===== config.mk =====
export PLATFORM = sky130hd
export DESIGN_NAME = cip_hdr_decode
export DESIGN_NICKNAME = d
export VERILOG_FILES = /design/src/rtl/cip_rx_pkg.sv /design/src/rtl/cip_hdr_decode.sv
export SDC_FILE = /design/constraint.sdc
export NUM_CORES = 1
export LEC_CHECK = 0
export BUFFER_PORTS_ARGS = -buffer_cell sky130_fd_sc_hd__buf_4
export CAP_MARGIN = 20
export CORE_MARGIN = 8
export CORE_UTILIZATION = 50
export DETAILED_ROUTE_END_ITERATION = 12
export PLACE_DENSITY = 0.77
export SLEW_MARGIN = 20
export SYNTH_ARGS = -nofsm -noshare
export SYNTH_HDL_FRONTEND = slang
export SYNTH_SLANG_ARGS = --single-unit

===== constraint.sdc =====
create_clock -name vclk -period 40.5
set_input_delay 6.075 -clock vclk [all_inputs]
set_output_delay 6.075 -clock vclk [all_outputs]
set_load 0.02 [all_outputs]

===== src/rtl/cip_rx_pkg.sv =====
package cip_rx_pkg;
   localparam int FLD_CHAN_W = 6;
   localparam int FLD_DBC_W  = 8;
   localparam int FLD_LEN_W  = 16;

   localparam logic [5:0] FMT_CODE_DV  = 6'h00;
   localparam logic [5:0] FMT_CODE_TS  = 6'h20;
   localparam logic [5:0] FMT_CODE_DSS = 6'h21;

   typedef struct packed {
      logic [FLD_LEN_W-1:0]  len;
      logic [FLD_CHAN_W-1:0] chan;
      logic [1:0]            emi;
      logic                  oe;
      logic [5:0]            sid;
      logic [7:0]            dbs;
      logic [FLD_DBC_W-1:0]  dbc;
      logic [5:0]            fmt;
      logic [4:0]            stype;
      logic                  fs;
   } cip_fields_t;

   // index of each event in the flag vector
   localparam int EV_FMT = 0;
   localparam int EV_DBC = 1;
   localparam int EV_CHG = 2;
   localparam int EV_NUM = 3;
endpackage


===== src/rtl/cip_hdr_decode.sv =====
module cip_hdr_decode
   import cip_rx_pkg::*;
#(
   parameter int  DBC_W         = 8,
   parameter bit  DBS0_IS_256   = 1'b1
) (
   input  logic [31:0]       iso_hdr,
   input  logic [31:0]       cip_q0,
   input  logic [31:0]       cip_q1,
   input  logic              en_dv,
   input  logic              en_ts,
   input  logic              en_dss,
   output cip_fields_t       fld,
   output logic              fmt_ok,
   output logic [DBC_W-1:0]  blocks
);
   localparam int QUAD_W = FLD_LEN_W - 2;

   logic [FLD_LEN_W-1:0] len_net;
   logic [QUAD_W-1:0]    quads;
   logic [8:0]           dbs_eff;
   logic [QUAD_W-1:0]    blk_full;
   logic                 unused_bits;

   always_comb begin
      fld.len   = iso_hdr[31:16];
      fld.chan  = iso_hdr[13:8];
      fld.emi   = iso_hdr[3:2];
      fld.oe    = iso_hdr[1];
      fld.sid   = cip_q0[29:24];
      fld.dbs   = cip_q0[23:16];
      fld.dbc   = cip_q0[7:0];
      fld.fmt   = cip_q1[29:24];
      fld.fs    = cip_q1[23];
      fld.stype = cip_q1[20:16];
   end

   assign unused_bits = ^{iso_hdr[15:14], iso_hdr[7:4], iso_hdr[0],
                          cip_q0[31:30], cip_q0[15:8],
                          cip_q1[31:30], cip_q1[22:21], cip_q1[15:0]};

   assign fmt_ok = ((fld.fmt == FMT_CODE_DV)  && en_dv)  ||
                   ((fld.fmt == FMT_CODE_TS)  && en_ts)  ||
                   ((fld.fmt == FMT_CODE_DSS) && en_dss);

   assign len_net = (fld.len >= 16'd8) ? (fld.len - 16'd8) : '0;
   assign quads   = len_net[FLD_LEN_W-1:2];

   generate
      if (DBS0_IS_256) begin : g_dbs_wide
         assign dbs_eff  = (fld.dbs == 8'd0) ? 9'd256 : {1'b0, fld.dbs};
         assign blk_full = quads / {{(QUAD_W-9){1'b0}}, dbs_eff};
      end else begin : g_dbs_zero_empty
         assign dbs_eff  = {1'b0, fld.dbs};
         assign blk_full = (fld.dbs == 8'd0) ? '0 :
                           quads / {{(QUAD_W-9){1'b0}}, dbs_eff};
      end
   endgenerate

   assign blocks = blk_full[DBC_W-1:0];
endmodule


==> flow_summary.json <==
{
  "yosysWarningCount": 0,
  "hold-path-cell-count": 0,
  "postSynthAreaPerCell_um2": 7.355,
  "core_um2": 11370,
  "rows": 39,
  "path_max_fanout": 13,
  "max_stage_delay_ps": 620,
  "hold_viol_final": 0,
  "worst_slew_pin_slew_ps": 956.3,
  "gp_congestion": 0.9000,
  "syn_to_final_growth_pct": 4.242,
  "grt-ovfl-total": 0,
  "grt_pass1_vias": 5479,
  "placed_area_um2": 6031,
  "die_w_um": 123.8,
  "hold_end": "fld[0]",
  "critPathLaunchType": "input port",
  "drtIter0Drc": 366,
  "hold_class": "in -> out",
  "slew-limit-headroom": 0.3609,
  "drt_pre_antenna_iters": 5,
  "port_buffers": 68,
  "maxCapViolCount": 0,
  "dp_slack_ps": 1796,
  "drv_slew": 0,
  "finalSetupViolCount": 0,
  "final_cell_area_um2": 6057,
  "start_util": 0.5111,
  "setup_tns_ps": 0,
  "fin_ws_ps": 2283,
  "postSynthCellCount": 790,
  "crit_path_frequent_cell": "ha_1",
  "via_count": 5791,
  "io_pins": 167,
  "grt_start_max_net_pins": 17,
  "fmax_mhz": 26.17,
  "grt_pass1_wl_mm": 25.37,
  "post_drt_wl_per_cell_um": 16.13,
  "die_h_um": 123.8,
  "crit_type": "in -> out",
  "totalWireLength_mm": 15.08,
  "grt.total_usage": 0.1951,
  "drc": 0,
  "seq_cells": 0,
  "synthDistinctLibCells": 85,
  "endpoint_kind": "primary output",
  "num-nets-final": 985,
  "fin_crit_ps": 38220,
  "drive_gt1_frac": 0.1932,
  "multi_input_area_um2": 5197,
  "die_area_um2": 15330,
  "syn-num-nets": 981,
  "diodes": 0,
  "grt_antenna_before_repair": 0,
  "clkbuf_count": 0,
  "required_ps": 34420,
  "postCtsSetupBuffers": 0,
  "crit_arrival_ps": 32140,
  "crit_slowest_cell": "or4b_2",
  "dp_hpwl_mm": 12.51,
  "ys_seq_area_frac": 0,
  "ant_nets": 0,
  "min_from": "cip_q1[23]",
  "hold_buffers": 0,
  "status": "finished clean",
  "regArea_um2": 0,
  "final_util": 0.5327,
  "avgViaCountPerCell": 6.194,
  "rsz0062_at_grt": "no",
  "nFillCells": 1143,
  "timing.final.crit_share": 0.9436,
  "synth_area_um2": 5811
}
## critical path, delay by kind of cell
family                     cells  cell delay, ps
AOI/OAI and AO/OA             56           12560
adders and majority gates     15            4510
buffers and inverters          8            1280
muxes                          5            1610
and+or+nand+nor               29            6030
## cell type report
| cell class | count | share of cell area |
|---|---|---|
| Tap cell | 143 | 0.02954 |
| Multi-Input combinational cell | 683 | 0.8581 |
| Timing Repair Buffer | 71 | 0.08800 |
| Inverter | 38 | 0.02438 |
## worst max-delay path by stage
stage                           end        start
after floorplan           blocks[0]  iso_hdr[19]
after global placement    blocks[0]  iso_hdr[23]
after detailed placement  blocks[0]  iso_hdr[19]
after CTS                 blocks[0]  iso_hdr[19]
after global routing      blocks[0]  iso_hdr[19]
final                     blocks[0]  iso_hdr[19]
## synth_stat cells, types with 8 or more instances
library cell	instances	share of area
ha_1	92	0.20
nor2_1	63	0.041
nand2_1	61	0.039
buf_4	59	0.076
a21oi_1	53	0.046
o21ai_0	35	0.030
inv_1	34	0.022
nor3_1	32	0.028
mux2_2	29	0.056
o21a_1	29	0.037
a21o_1	25	0.032
xnor2_1	25	0.038
o211ai_1	18	0.023
xor2_1	17	0.026
nand3_1	16	0.014
nand2b_1	14	0.015
or3_1	14	0.015
a211oi_1	8	0.010
or2_2	8	0.0086
## layer usage
layer  up-vias  wire, µm  global-route usage
met4         0       283             0.04289
li1       2952         -                   -
met2       155      7028              0.3435
met1      2660      6945              0.2528
met5         -         0                   0
met3        24       822             0.01541
## logic make-up (layout without fill, tap and decap cells)
family,count (synthesis),after routing,share of synthesized area
adders and majority gates,92,92,0.1981
AOI/OAI and AO/OA,241,241,0.3041
muxes,41,41,0.08333
and+or+nand+nor,267,267,0.2425
xor gates and xnor gates,42,42,0.06331
buffers and inverters,107,109,0.1087
## cell usage in the layout, fill, tap and decap left out, types with 4 or more instances in the layout
cell and instances:
mux2_4 5, or3_1 14, a31oi_1 6, a211oi_1 8, o22ai_1 4, a21o_1 25
o211ai_1 18, nand2_1 61, nor2_1 63, buf_4 71, mux2i_1 6, a21oi_1 53
or4_1 5, nor4_1 4, o21a_1 29, o2111ai_1 5, xnor2_1 25, mux2_2 29
and3_1 7, nor3_1 32, inv_1 34, nand4_1 6, xor2_1 17, o21ai_0 34
or2_2 8, nor2b_1 7, nand3_1 16, and2_1 4, ha_1 92, o211a_1 4
nand2b_1 14
## per-stage QoR
stage,std cells,hold slack [ps]
global route,935,12150
CTS,934,12150
global placement,934,12150
detailed placement,934,12150
floorplan,790,12260
finish,935,12150
## repair_timing
item,in CTS,in global routing
endpoints found under the setup margin,0,1
resized for setup,0,3
hold endpoints to repair,0,0
Power is left out: the tool's default activity adds up to more than one toggle a clock period on the data nets, which glitch-free logic cannot reach.
